==> config.mk <==
export PLATFORM = sky130hd
export DESIGN_NAME = tlw_intercept
export DESIGN_NICKNAME = d
export VERILOG_FILES = /design/src/rtl/tlw_pkg.sv /design/src/rtl/tlw_window_decode.sv /design/src/rtl/tlw_steer.sv /design/src/rtl/tlw_store.sv /design/src/rtl/tlw_sink.sv /design/src/rtl/tlw_intercept.sv
export SDC_FILE = /design/constraint.sdc
export NUM_CORES = 1
export LEC_CHECK = 0
export CORE_AREA = 2 2 142 144
export CTS_BUF_LIST = sky130_fd_sc_hd__clkbuf_8
export DETAILED_ROUTE_END_ITERATION = 7
export DIE_AREA = 0 0 144 146
export RECOVER_POWER = 25
export REMOVE_ABC_BUFFERS = 1
export SYNTH_ARGS = -nofsm -noshare
export SYNTH_HDL_FRONTEND = slang
export SYNTH_SLANG_ARGS = --single-unit
==> constraint.sdc <==
create_clock -name clk -period 5.1 [get_ports clk]
set_input_delay 0.51 -clock clk [delete_from_list [all_inputs] [get_ports clk]]
set_output_delay 0.51 -clock clk [all_outputs]
set_load 0.01 [all_outputs]
==> src/rtl/tlw_pkg.sv <==
package tlw_pkg;

    // request channel opcodes
    localparam logic [2:0] OP_PUT_FULL = 3'd0;
    localparam logic [2:0] OP_PUT_PART = 3'd1;
    localparam logic [2:0] OP_GET      = 3'd4;

    // response channel opcodes
    localparam logic [2:0] RSP_ACK      = 3'd0;
    localparam logic [2:0] RSP_ACK_DATA = 3'd1;

    typedef enum logic [1:0] {
        ST_IDLE = 2'd0,
        ST_FWD  = 2'd1,
        ST_SINK = 2'd2
    } steer_state_e;

endpackage

==> src/rtl/tlw_window_decode.sv <==
module tlw_window_decode #(
    parameter int AW    = 32,
    parameter int DW    = 32,
    parameter int Depth = 8,
    parameter int IdxW  = (Depth > 1) ? $clog2(Depth) : 1
) (
    input  logic [AW-1:0]   addr,
    input  logic [AW-1:0]   base,
    output logic            hit,
    output logic [IdxW-1:0] idx
);

    localparam int BYTES = DW / 8;
    localparam int SPAN  = Depth * BYTES;
    localparam int OFFW  = (BYTES > 1) ? $clog2(BYTES) : 0;

    logic [AW:0]   diff;
    logic [AW-1:0] offset;

    always_comb begin
        diff   = {1'b0, addr} - {1'b0, base};
        offset = diff[AW-1:0];
        hit    = !diff[AW] && (offset < AW'(SPAN));
        idx    = IdxW'(offset >> OFFW);
    end

endmodule

==> src/rtl/tlw_steer.sv <==
module tlw_steer
    import tlw_pkg::*;
#(
    parameter int FwdMax = 4,
    parameter int CntW   = $clog2(FwdMax + 1)
) (
    input  logic clk,
    input  logic rst_n,
    input  logic req_valid,
    input  logic req_hit,
    input  logic fwd_ready,
    input  logic sink_ready,
    input  logic fwd_rsp_fire,
    input  logic sink_rsp_fire,
    output logic fwd_valid,
    output logic sink_valid,
    output logic req_ready
);

    steer_state_e state_q, state_d;
    logic [CntW-1:0] cnt_q, cnt_d;
    logic fwd_open, sink_open;
    logic fwd_acc, sink_acc;

    // state register
    always_ff @(posedge clk or negedge rst_n) begin
        if (!rst_n) begin
            state_q <= ST_IDLE;
            cnt_q   <= '0;
        end else begin
            state_q <= state_d;
            cnt_q   <= cnt_d;
        end
    end

    // outputs per state
    always_comb begin
        fwd_open  = 1'b0;
        sink_open = 1'b0;
        unique case (state_q)
            ST_IDLE: begin
                fwd_open  = 1'b1;
                sink_open = 1'b1;
            end
            ST_FWD:  fwd_open = (cnt_q < CntW'(FwdMax));
            ST_SINK: ;
            default: ;
        endcase
        fwd_valid  = req_valid && !req_hit && fwd_open;
        sink_valid = req_valid &&  req_hit && sink_open;
        req_ready  = req_hit ? (sink_open && sink_ready) : (fwd_open && fwd_ready);
    end

    // next state
    always_comb begin
        fwd_acc  = fwd_valid && fwd_ready;
        sink_acc = sink_valid && sink_ready;
        cnt_d    = cnt_q + CntW'(fwd_acc) - CntW'(fwd_rsp_fire);
        state_d  = state_q;
        unique case (state_q)
            ST_IDLE: begin
                if (sink_acc)     state_d = ST_SINK;
                else if (fwd_acc) state_d = ST_FWD;
            end
            ST_FWD:  if (cnt_d == '0) state_d = ST_IDLE;
            ST_SINK: if (sink_rsp_fire) state_d = ST_IDLE;
            default: state_d = ST_IDLE;
        endcase
    end

endmodule

==> src/rtl/tlw_store.sv <==
module tlw_store #(
    parameter int DW    = 32,
    parameter int Depth = 8,
    parameter int IdxW  = (Depth > 1) ? $clog2(Depth) : 1
) (
    input  logic            clk,
    input  logic            en,
    input  logic            we,
    input  logic [IdxW-1:0] idx,
    input  logic [DW/8-1:0] wmask,
    input  logic [DW-1:0]   wdata,
    output logic [DW-1:0]   rdata
);

    localparam int BYTES = DW / 8;

    logic [DW-1:0] mem [Depth];

    // single port: one write or one read per cycle, contents not reset
    always_ff @(posedge clk) begin
        if (en) begin
            if (we) begin
                for (int b = 0; b < BYTES; b++) begin
                    if (wmask[b]) mem[idx][b*8 +: 8] <= wdata[b*8 +: 8];
                end
            end else begin
                rdata <= mem[idx];
            end
        end
    end

endmodule

==> src/rtl/tlw_sink.sv <==
module tlw_sink
    import tlw_pkg::*;
#(
    parameter int DW        = 32,
    parameter int SrcW      = 8,
    parameter int SzW       = 2,
    parameter int Depth     = 8,
    parameter bit UseStore  = 1'b0,
    parameter bit ErrOnRead = 1'b1,
    parameter int IdxW      = (Depth > 1) ? $clog2(Depth) : 1
) (
    input  logic            clk,
    input  logic            rst_n,
    input  logic            req_valid,
    output logic            req_ready,
    input  logic [2:0]      req_opcode,
    input  logic [SzW-1:0]  req_size,
    input  logic [SrcW-1:0] req_source,
    input  logic [IdxW-1:0] req_idx,
    input  logic [DW/8-1:0] req_mask,
    input  logic [DW-1:0]   req_data,
    output logic            d_valid,
    input  logic            d_ready,
    output logic [2:0]      d_opcode,
    output logic [SzW-1:0]  d_size,
    output logic [SrcW-1:0] d_source,
    output logic [DW-1:0]   d_data,
    output logic            d_error
);

    logic            pend_q;
    logic [2:0]      op_q;
    logic [SzW-1:0]  size_q;
    logic [SrcW-1:0] src_q;
    logic            err_q;
    logic            rd_q;
    logic            acc, is_get, is_put;
    logic [DW-1:0]   rdata;

    always_comb begin
        req_ready = !pend_q;
        acc       = req_valid && !pend_q;
        is_get    = (req_opcode == OP_GET);
        is_put    = (req_opcode == OP_PUT_FULL) || (req_opcode == OP_PUT_PART);
    end

    always_ff @(posedge clk or negedge rst_n) begin
        if (!rst_n) begin
            pend_q <= 1'b0;
            op_q   <= RSP_ACK;
            size_q <= '0;
            src_q  <= '0;
            err_q  <= 1'b0;
            rd_q   <= 1'b0;
        end else if (acc) begin
            pend_q <= 1'b1;
            op_q   <= is_get ? RSP_ACK_DATA : RSP_ACK;
            size_q <= req_size;
            src_q  <= req_source;
            err_q  <= is_get ? ErrOnRead : !is_put;
            rd_q   <= is_get && !ErrOnRead;
        end else if (pend_q && d_ready) begin
            pend_q <= 1'b0;
        end
    end

    generate
        if (UseStore) begin : g_store
            tlw_store #(.DW(DW), .Depth(Depth), .IdxW(IdxW)) u_store (
                .clk   (clk),
                .en    (acc && (is_get || is_put)),
                .we    (is_put),
                .idx   (req_idx),
                .wmask (req_mask),
                .wdata (req_data),
                .rdata (rdata)
            );
        end else begin : g_nostore
            assign rdata = '0;
        end
    endgenerate

    always_comb begin
        d_valid  = pend_q;
        d_opcode = op_q;
        d_size   = size_q;
        d_source = src_q;
        d_error  = err_q;
        d_data   = rd_q ? rdata : '0;
    end

endmodule

==> src/rtl/tlw_intercept.sv <==
module tlw_intercept
    import tlw_pkg::*;
#(
    parameter int AW        = 32,
    parameter int DW        = 32,
    parameter int SrcW      = 8,
    parameter int SzW       = 2,
    parameter int Depth     = 8,
    parameter int FwdMax    = 4,
    parameter bit UseStore  = 1'b0,
    parameter bit ErrOnRead = 1'b1
) (
    input  logic            clk,
    input  logic            rst_n,
    input  logic [AW-1:0]   win_base,
    input  logic            in_a_valid,
    output logic            in_a_ready,
    input  logic [2:0]      in_a_opcode,
    input  logic [SzW-1:0]  in_a_size,
    input  logic [SrcW-1:0] in_a_source,
    input  logic [AW-1:0]   in_a_address,
    input  logic [DW/8-1:0] in_a_mask,
    input  logic [DW-1:0]   in_a_data,
    output logic            in_d_valid,
    input  logic            in_d_ready,
    output logic [2:0]      in_d_opcode,
    output logic [SzW-1:0]  in_d_size,
    output logic [SrcW-1:0] in_d_source,
    output logic [DW-1:0]   in_d_data,
    output logic            in_d_error,
    output logic            out_a_valid,
    input  logic            out_a_ready,
    output logic [2:0]      out_a_opcode,
    output logic [SzW-1:0]  out_a_size,
    output logic [SrcW-1:0] out_a_source,
    output logic [AW-1:0]   out_a_address,
    output logic [DW/8-1:0] out_a_mask,
    output logic [DW-1:0]   out_a_data,
    input  logic            out_d_valid,
    output logic            out_d_ready,
    input  logic [2:0]      out_d_opcode,
    input  logic [SzW-1:0]  out_d_size,
    input  logic [SrcW-1:0] out_d_source,
    input  logic [DW-1:0]   out_d_data,
    input  logic            out_d_error,
    output logic            mon_valid,
    output logic [2:0]      mon_opcode,
    output logic [AW-1:0]   mon_address,
    output logic [DW/8-1:0] mon_mask,
    output logic [DW-1:0]   mon_data
);

    localparam int IdxW = (Depth > 1) ? $clog2(Depth) : 1;

    logic            hit;
    logic [IdxW-1:0] idx;
    logic            snk_a_valid, snk_a_ready;
    logic            snk_d_valid;
    logic [2:0]      snk_d_opcode;
    logic [SzW-1:0]  snk_d_size;
    logic [SrcW-1:0] snk_d_source;
    logic [DW-1:0]   snk_d_data;
    logic            snk_d_error;

    tlw_window_decode #(.AW(AW), .DW(DW), .Depth(Depth), .IdxW(IdxW)) u_decode (
        .addr (in_a_address),
        .base (win_base),
        .hit  (hit),
        .idx  (idx)
    );

    tlw_steer #(.FwdMax(FwdMax)) u_steer (
        .clk           (clk),
        .rst_n         (rst_n),
        .req_valid     (in_a_valid),
        .req_hit       (hit),
        .fwd_ready     (out_a_ready),
        .sink_ready    (snk_a_ready),
        .fwd_rsp_fire  (out_d_valid && out_d_ready),
        .sink_rsp_fire (snk_d_valid && in_d_ready),
        .fwd_valid     (out_a_valid),
        .sink_valid    (snk_a_valid),
        .req_ready     (in_a_ready)
    );

    tlw_sink #(
        .DW(DW), .SrcW(SrcW), .SzW(SzW), .Depth(Depth),
        .UseStore(UseStore), .ErrOnRead(ErrOnRead), .IdxW(IdxW)
    ) u_sink (
        .clk        (clk),
        .rst_n      (rst_n),
        .req_valid  (snk_a_valid),
        .req_ready  (snk_a_ready),
        .req_opcode (in_a_opcode),
        .req_size   (in_a_size),
        .req_source (in_a_source),
        .req_idx    (idx),
        .req_mask   (in_a_mask),
        .req_data   (in_a_data),
        .d_valid    (snk_d_valid),
        .d_ready    (in_d_ready),
        .d_opcode   (snk_d_opcode),
        .d_size     (snk_d_size),
        .d_source   (snk_d_source),
        .d_data     (snk_d_data),
        .d_error    (snk_d_error)
    );

    // forwarded request fields pass straight through
    always_comb begin
        out_a_opcode  = in_a_opcode;
        out_a_size    = in_a_size;
        out_a_source  = in_a_source;
        out_a_address = in_a_address;
        out_a_mask    = in_a_mask;
        out_a_data    = in_a_data;
    end

    // response merge: the steering machine keeps the two sources exclusive
    always_comb begin
        in_d_valid  = snk_d_valid || out_d_valid;
        out_d_ready = in_d_ready && !snk_d_valid;
        if (snk_d_valid) begin
            in_d_opcode = snk_d_opcode;
            in_d_size   = snk_d_size;
            in_d_source = snk_d_source;
            in_d_data   = snk_d_data;
            in_d_error  = snk_d_error;
        end else begin
            in_d_opcode = out_d_opcode;
            in_d_size   = out_d_size;
            in_d_source = out_d_source;
            in_d_data   = out_d_data;
            in_d_error  = out_d_error;
        end
    end

    // monitor shows each sink acceptance
    always_comb begin
        mon_valid   = snk_a_valid && snk_a_ready;
        mon_opcode  = in_a_opcode;
        mon_address = in_a_address;
        mon_mask    = in_a_mask;
        mon_data    = in_a_data;
    end

endmodule

==> Word level (Yosys, flattened, before mapping) <==
Index checks and enable logic that the tools add are counted.
{ "word_totals": {"regBits": 20, "latch_bits": 0, "ram_bits": 0, "rom_bits": 0, "input_bits": 165, "wordCells": 59, "n_memories": 0} }
{ "classes": {"addsub": 3, "multipliers": 0, "div_mod_pow": 0, "order_cmp": 2, "eq_ne": 7, "shifts": 0, "n_mux": 17, "bitwise_logic": 0, "reduce_logical": 23} }
{ "ops": {"columns": ["cell", "n"], "rows": [
  ["$sub A32 B32 Y33", 1],
  ["$lt A32 B6 Y1 const B", 1],
  ["$mux W32", 1],
  ["$logic_and A1 B1 Y1", 12],
  ["$mux W2", 5],
  ["$mux W8", 1],
  ["$mux W1", 7],
  ["$logic_not A3 Y1", 2],
  ["$pmux W2 S3", 1],
  ["$logic_not A1 Y1", 4],
  ["$ne A2 B1 Y1 const B", 2],
  ["$add A3 B1 Y3", 1],
  ["$eq A3 B1 Y1 const B", 1],
  ["$eq A3 B3 Y1 const B", 1],
  ["$lt A3 B3 Y1 const B", 1],
  ["$mux W3", 1],
  ["$ne A3 B2 Y1 const B", 1],
  ["$reduce_and A3 Y1", 1],
  ["$sub A3 B1 Y3", 1],
  ["$eq A2 B1 Y1 const B", 1],
  ["$eq A2 B2 Y1 const B", 1],
  ["$logic_not A2 Y1", 1],
  ["$logic_or A1 B1 Y1", 2],
  ["$pmux W1 S2", 1],
  ["$reduce_bool A2 Y1", 1]
]} }

==> Longest topological paths before layout <==
{ "depth": {"depth_word": 12, "mapped_depth": 20, "ltp_nobuf": 18} }

==> Cells and area by module <==
A second synthesis with hierarchy kept.
{ "unflattened": {"cells_unflattened": 612, "area_unflattened_um2": 5078.6} }
{ "by_module_without_submodules": {"columns": ["mod", "instances", "cells_per_inst", "area_per_inst_um2", "seq_area_each_um2"], "rows": [
  ["tlw_window_decode", 1, 306, 1994.4, 0.0],
  ["tlw_intercept", 1, 209, 1968.1, 0.0],
  ["tlw_sink", 1, 67, 808.3, 325.3],
  ["tlw_steer", 1, 30, 307.8, 125.1]
]} }

==> Worst setup path before layout <==
No wires, ideal clock.
{ "synth_path": {"kind": "input port to flip-flop", "from": "in win_base[19]", "to": "reg u_steer.state_q[0]", "t_arrival_ns": 4.280, "t_required_ns": 4.961, "path_slack_ns": 0.680, "path_stages": 19, "path_buffers": 1, "path_cell_list": "inv_1 -> ha_1 -> clkbuf_1 -> and3_1 -> and2_1 -> or3b_2 -> nand2_1 -> nor2_1 -> xnor2_1 -> or4b_2 -> nor4_2 -> nor3_1 -> ha_1 -> inv_1 -> fa_1 -> xnor2_1 -> xnor2_1 -> o311ai_0 -> o21ai_0"} }
{ "synth_between": {"elab_chain_len": 12, "elab_cells_between_ends": 19, "cone_classes": "add/sub (3); order compare (1); eq/ne (2); mux (2); reduce/logical (11)"} }
{ "synth_lines": {"columns": ["element", "line_no", "text"], "rows": [
  ["from (decl)", "tlw_intercept.sv:15", "input logic [AW-1:0] win_base,"],
  ["$sub A32 B32 Y33 (*)", "tlw_window_decode.sv:21", "diff = {1'b0, addr} - {1'b0, base};"],
  ["$lt A32 B6 Y1 or $logic_not A1 Y1 (tied branches)", "tlw_window_decode.sv:23", "hit = !diff[AW] && (offset < AW'(SPAN));"],
  ["$logic_and A1 B1 Y1 (*)", "tlw_window_decode.sv:23", null],
  ["$logic_not A1 Y1 (*)", "tlw_steer.sv:49", "fwd_valid = req_valid && !req_hit && fwd_open;"],
  ["$logic_and A1 B1 Y1 (*) (2 in series)", "tlw_steer.sv:49", null],
  ["$logic_and A1 B1 Y1 (*)", "tlw_steer.sv:56", "fwd_acc = fwd_valid && fwd_ready;"],
  ["$add A3 B1 Y3 (*)", "tlw_steer.sv:58", "cnt_d = cnt_q + CntW'(fwd_acc) - CntW'(fwd_rsp_fire);"],
  ["$sub A3 B1 Y3 (*)", "tlw_steer.sv:58", null],
  ["via u_steer.cnt_d[2]", "tlw_steer.sv:21", "logic [CntW-1:0] cnt_q, cnt_d;"],
  ["$logic_not A3 Y1 (*)", "tlw_steer.sv:65", "ST_FWD: if (cnt_d == '0) state_d = ST_IDLE;"],
  ["$ne A2 B1 Y1 (no source line) (*)", null, null],
  ["$reduce_and A3 Y1 (no source line) (*)", null, null],
  ["to (signal assigned)", "tlw_steer.sv:31", "state_q <= state_d;"],
  ["to (decl)", "tlw_steer.sv:20", "steer_state_e state_q, state_d;"]
]} }
The timed path passes the listed nets; every way through them passes the cells marked *.
A chain may end at the register's enable or synchronous reset.

==> Worst setup path in the final report <==
{ "layout_path": {"from": "in win_base[7]", "to": "out in_a_ready"} }
{ "layout_between": {"elab_chain_len": 4, "elab_cells_between_ends": 5, "cone_classes": "add/sub (1); order compare (1); mux (1); reduce/logical (2)"} }
{ "layout_lines": {"columns": ["element", "line_no", "text"], "rows": [
  ["$sub A32 B32 Y33 (*)", "tlw_window_decode.sv:21", null],
  ["$lt A32 B6 Y1 or $logic_not A1 Y1 (tied branches)", "tlw_window_decode.sv:23", null],
  ["$logic_and A1 B1 Y1 (*)", "tlw_window_decode.sv:23", null],
  ["$mux W1 (*)", "tlw_steer.sv:51", "req_ready = req_hit ? (sink_open && sink_ready) : (fwd_open && fwd_ready);"],
  ["to (decl)", "tlw_intercept.sv:17", "output logic in_a_ready,"]
]} }
Mark *: on every way between the ends. The rest lies on a longest branch, timed or not.

==> results.sh <==
export IMPL_timing_fmax_mhz=202
export IMPL_synth_main_ff_cell="dfrtp_1"
export IMPL_std_cell_rows=51
export IMPL_die_area_um2=21000
export IMPL_grt_first_pass_wirelength_um=28500
export IMPL_clk_pin_slew_worst_paths_ns=0.06
export IMPL_rsz0062_at_grt="false"
export IMPL_dp_cells=1116
export IMPL_run_status="completed"
export IMPL_gr_usage_all_layers_pct=17.4
export IMPL_rrSetupSlack_ns=2.24
export IMPL_fill_cells=2019
export IMPL_final_util_pct=38.6
export IMPL_synth_edff_count=0
export IMPL_cts_tree="yes"
export IMPL_drive_gt1_share_pct=18.9
export IMPL_dr_first_iter_drc_count=266
export IMPL_ys_types=71
export IMPL_die_x_um=144
export IMPL_hold_end="u_sink.d_size[0]$_DFFE_PN0N_"
export IMPL_hold_path_class="reg2reg"
export IMPL_end_kind="primary output"
export IMPL_ys_ff_latch=18
export IMPL_synth_top_cells_by_area="buf_4 (24%), dfrtp_1 (9.3%), ha_1 (8.5%), nor2b_1 (4.9%), a21oi_1 (4.0%)"
export IMPL_insertion_delay_ns=0.25
export IMPL_grt_max_degree=50
export IMPL_dpl_hpwl_um=16600
export IMPL_cp_required_ns=4.59
export IMPL_netlist_instances=664
export IMPL_synth_area_leader_cell="buf_4"
export IMPL_floorplan_initialDensity_pct=25.1
export IMPL_maxCapViolations=0
export IMPL_htree_levels=1
export IMPL_whs_path_depth=1
export IMPL_async_flop_share_pct=100
export IMPL_core_um2=19300
export IMPL_finalSetupTns_ns=0
export IMPL_dr_pass1_iters=4
export IMPL_critPathLaunchType="input pin"
export IMPL_multi_input_area_um2=3060
export IMPL_synth_top_area_share_pct=23.7
export IMPL_cts_sinks=18
export IMPL_maxSlewViolCount=0
export IMPL_worstPathMaxFanout=5
export IMPL_critPathKind="in2out"
export IMPL_finalHoldViolations=0
export IMPL_antenna_found_initial=0
export IMPL_routed_via_density=4.68
export IMPL_cts_root_buf="clkbuf_8"
export IMPL_final_net_count=1055
export IMPL_seq_area_frac_synth_pct=9.28
export IMPL_vias=5237
export IMPL_cts_buffers=3
export IMPL_ioPinCount=368
export IMPL_yosysWarnings=0
export IMPL_fp_dieH_um=146
export IMPL_min_delay_start="u_sink.d_size[0]$_DFFE_PN0N_"
export IMPL_rr_worst_depth=12
export IMPL_syn_area_um2=4850
export IMPL_finalPower_w=0.00105
export IMPL_period_share_pct=97.0
export IMPL_grt_pass1_vias=5134
export IMPL_worstMarginPinSlew_ns=0.810
export IMPL_reg2reg_to="u_steer.state_q[0]$_DFFE_PN0P_"
export IMPL_setup_violations=0
export IMPL_area_growth_pct=53.9
export IMPL_cts_max_path_buffers=2
export IMPL_slew_headroom_pct=45.8
export IMPL_portBuffers=259
export IMPL_gp_congestion=0.909
export IMPL_wl_per_cell_um=17.1
export IMPL_drc=0
export IMPL_worstReg2RegStart="u_sink.d_valid$_DFFE_PN0P_"
export IMPL_min_period_ns=4.95
export IMPL_diodes=0
export IMPL_seqCellArea_um2=450
export IMPL_arrival_ns=4.44
export IMPL_cts_hold_buf=0
export IMPL_peakVddDrop_mv=0.0922
export IMPL_postSynthAreaPerCell_um2=7.31
export IMPL_grt_ovfl_total=0
export IMPL_instances_no_fill=1120
export IMPL_p_leak_nw=3.24
export IMPL_drt_wl_total_um=19200
export IMPL_clock_skew_ns=0.00271
export IMPL_antenna_left=0
export IMPL_power_density_nw_per_um2=141
-- registers in the layout, indices dropped and copies added (netlist names) --
signal	cells
u_steer.cnt_q	3
u_sink.d_size	2
u_sink.d_source	8
u_sink.d_error	1
u_steer.state_q	2
u_sink.d_valid	1
u_sink.d_opcode	1
-- synth_stat cells, drive strengths merged, types with 4 or more instances --
cell and instances:
a31oi 9, nor2 26, ha 33, nand4 13
o21ai 27, a2111oi 4, o21a 7, nor2b 38
mux2 24, a211o 5, nand3 13, and2 8
a211oi 6, o211ai 7, a21o 10, o31ai 4
nor4 7, clkbuf 15, dfrtp 18, or2 5
and3 4, inv 47, nand2 41, xnor2 8
buf 164, mux2i 4, xor2 5, or4 9
nor3 20, a21oi 40
-- report_power, final --
group	switching, W	leakage [nW]	internal [W]	total [W]
registers	0.00000794	0.234	0.000156	0.000164
logic	0.000348	2.98	0.000424	0.000771
clock network	0.0000463	0.0288	0.0000685	0.000115
-- placed cells by master (no fill, tap or decap), types with 5 or more instances in the layout --
master           netlist  final
mux2_2                17     17
mux2_1                 7      7
o21ai_0               23     23
or4_1                  7      7
nand2_1               41     41
o211ai_1               7      7
nand3_1               12     11
dfrtp_1               18     18
a21o_1                10     10
ha_1                  33     25
nand4_1               12     12
a211o_1                5      5
clkdlybuf4s50_1        0    257
xor2_1                 5      5
nor2_1                26     26
and2_1                 8      8
a21oi_1               39     37
nor3_1                19     19
ha_4                   0      5
a211oi_1               6      6
nor2b_1               38     38
or2_2                  5      5
xnor2_1                8      7
a31oi_1                8      8
buf_4                153    107
o21a_1                 7      7
inv_1                 47     47
-- metal layers --
metal  global-route usage (%)  share of wire (%)  routed length, µm  vias up
met5                     7.66               0.97                187        -
met4                     2.35                1.2                223        6
met2                     24.6                 40               7680      306
li1                         -                  -                  -     2591
met1                     22.9                 44               8460     2312
met3                     9.61                 14               2640       22
-- worst max-delay path by stage --
stage | start | slack [ns] | end
2_1_floorplan | win_base[13] | 0.73 | u_steer.state_q[0]$_DFFE_PN0P_
3_3_place_gp | win_base[6] | -0.19 | mon_valid
3_5_place_dp | win_base[6] | -0.25 | u_steer.state_q[0]$_DFFE_PN0P_
4_1_cts | win_base[13] | 0.004 | in_a_ready
5_1_grt | win_base[5] | 0.0002 | in_a_ready
6_report | win_base[7] | 0.15 | in_a_ready
-- metrics by stage --
| step | area, µm² | setup slack, ns | hold WS, ns |
|---|---|---|---|
| after floorplan | 3590 | 0.726 | 0.214 |
| after global placement | 7310 | -0.194 | 0.464 |
| after detailed placement | 7310 | -0.252 | 0.473 |
| after CTS | 7420 | 0.00434 | 0.493 |
| after global routing | 7470 | 0.000153 | 0.505 |
| final | 7470 | 0.152 | 0.484 |
-- cell type report --
type / instances / area share (%)
inverters: 47 / 2.36
flip-flops and latches: 18 / 6.03
clock buffers: 4 / 0.737
multi-input cells: 420 / 41.0
repair buffers: 366 / 45.4
well taps: 265 / 4.44
-- what timing repair did --
action | in CTS | in global routing
cloned | 0 | 0
pin swaps | 2 | 2
setup endpoints to repair | 3 | 4
buffers inserted | 0 | 0
gates resized for setup | 11 | 11
-- kinds of logic after synthesis --
family,count (synthesis),synth area share (%)
DFF,18,9.28
buffers and inverters,226,29.7
AOI/OAI and AO/OA,149,20.8
and+or+nand+nor,196,22.6
xor gates and xnor gates,13,2.35
adders and majority gates,34,8.92
muxes,28,6.39
-- critical path, cell delays in order --
cell and delay, ns:
clkdlybuf4s50_1 0.45, inv_1 0.04, ha_1 0.34, nand3_1 0.13
or3_1 0.43, nor4_2 0.21, buf_4 0.17, or3_4 0.13
nand3_1 0.11, mux2i_1 0.15, or4b_2 0.65, nor4_2 0.32
buf_4 0.18, mux2_2 0.32, dlygate4sd2_1 0.29
No activity file was read; power rests on OpenSTA's default activity.
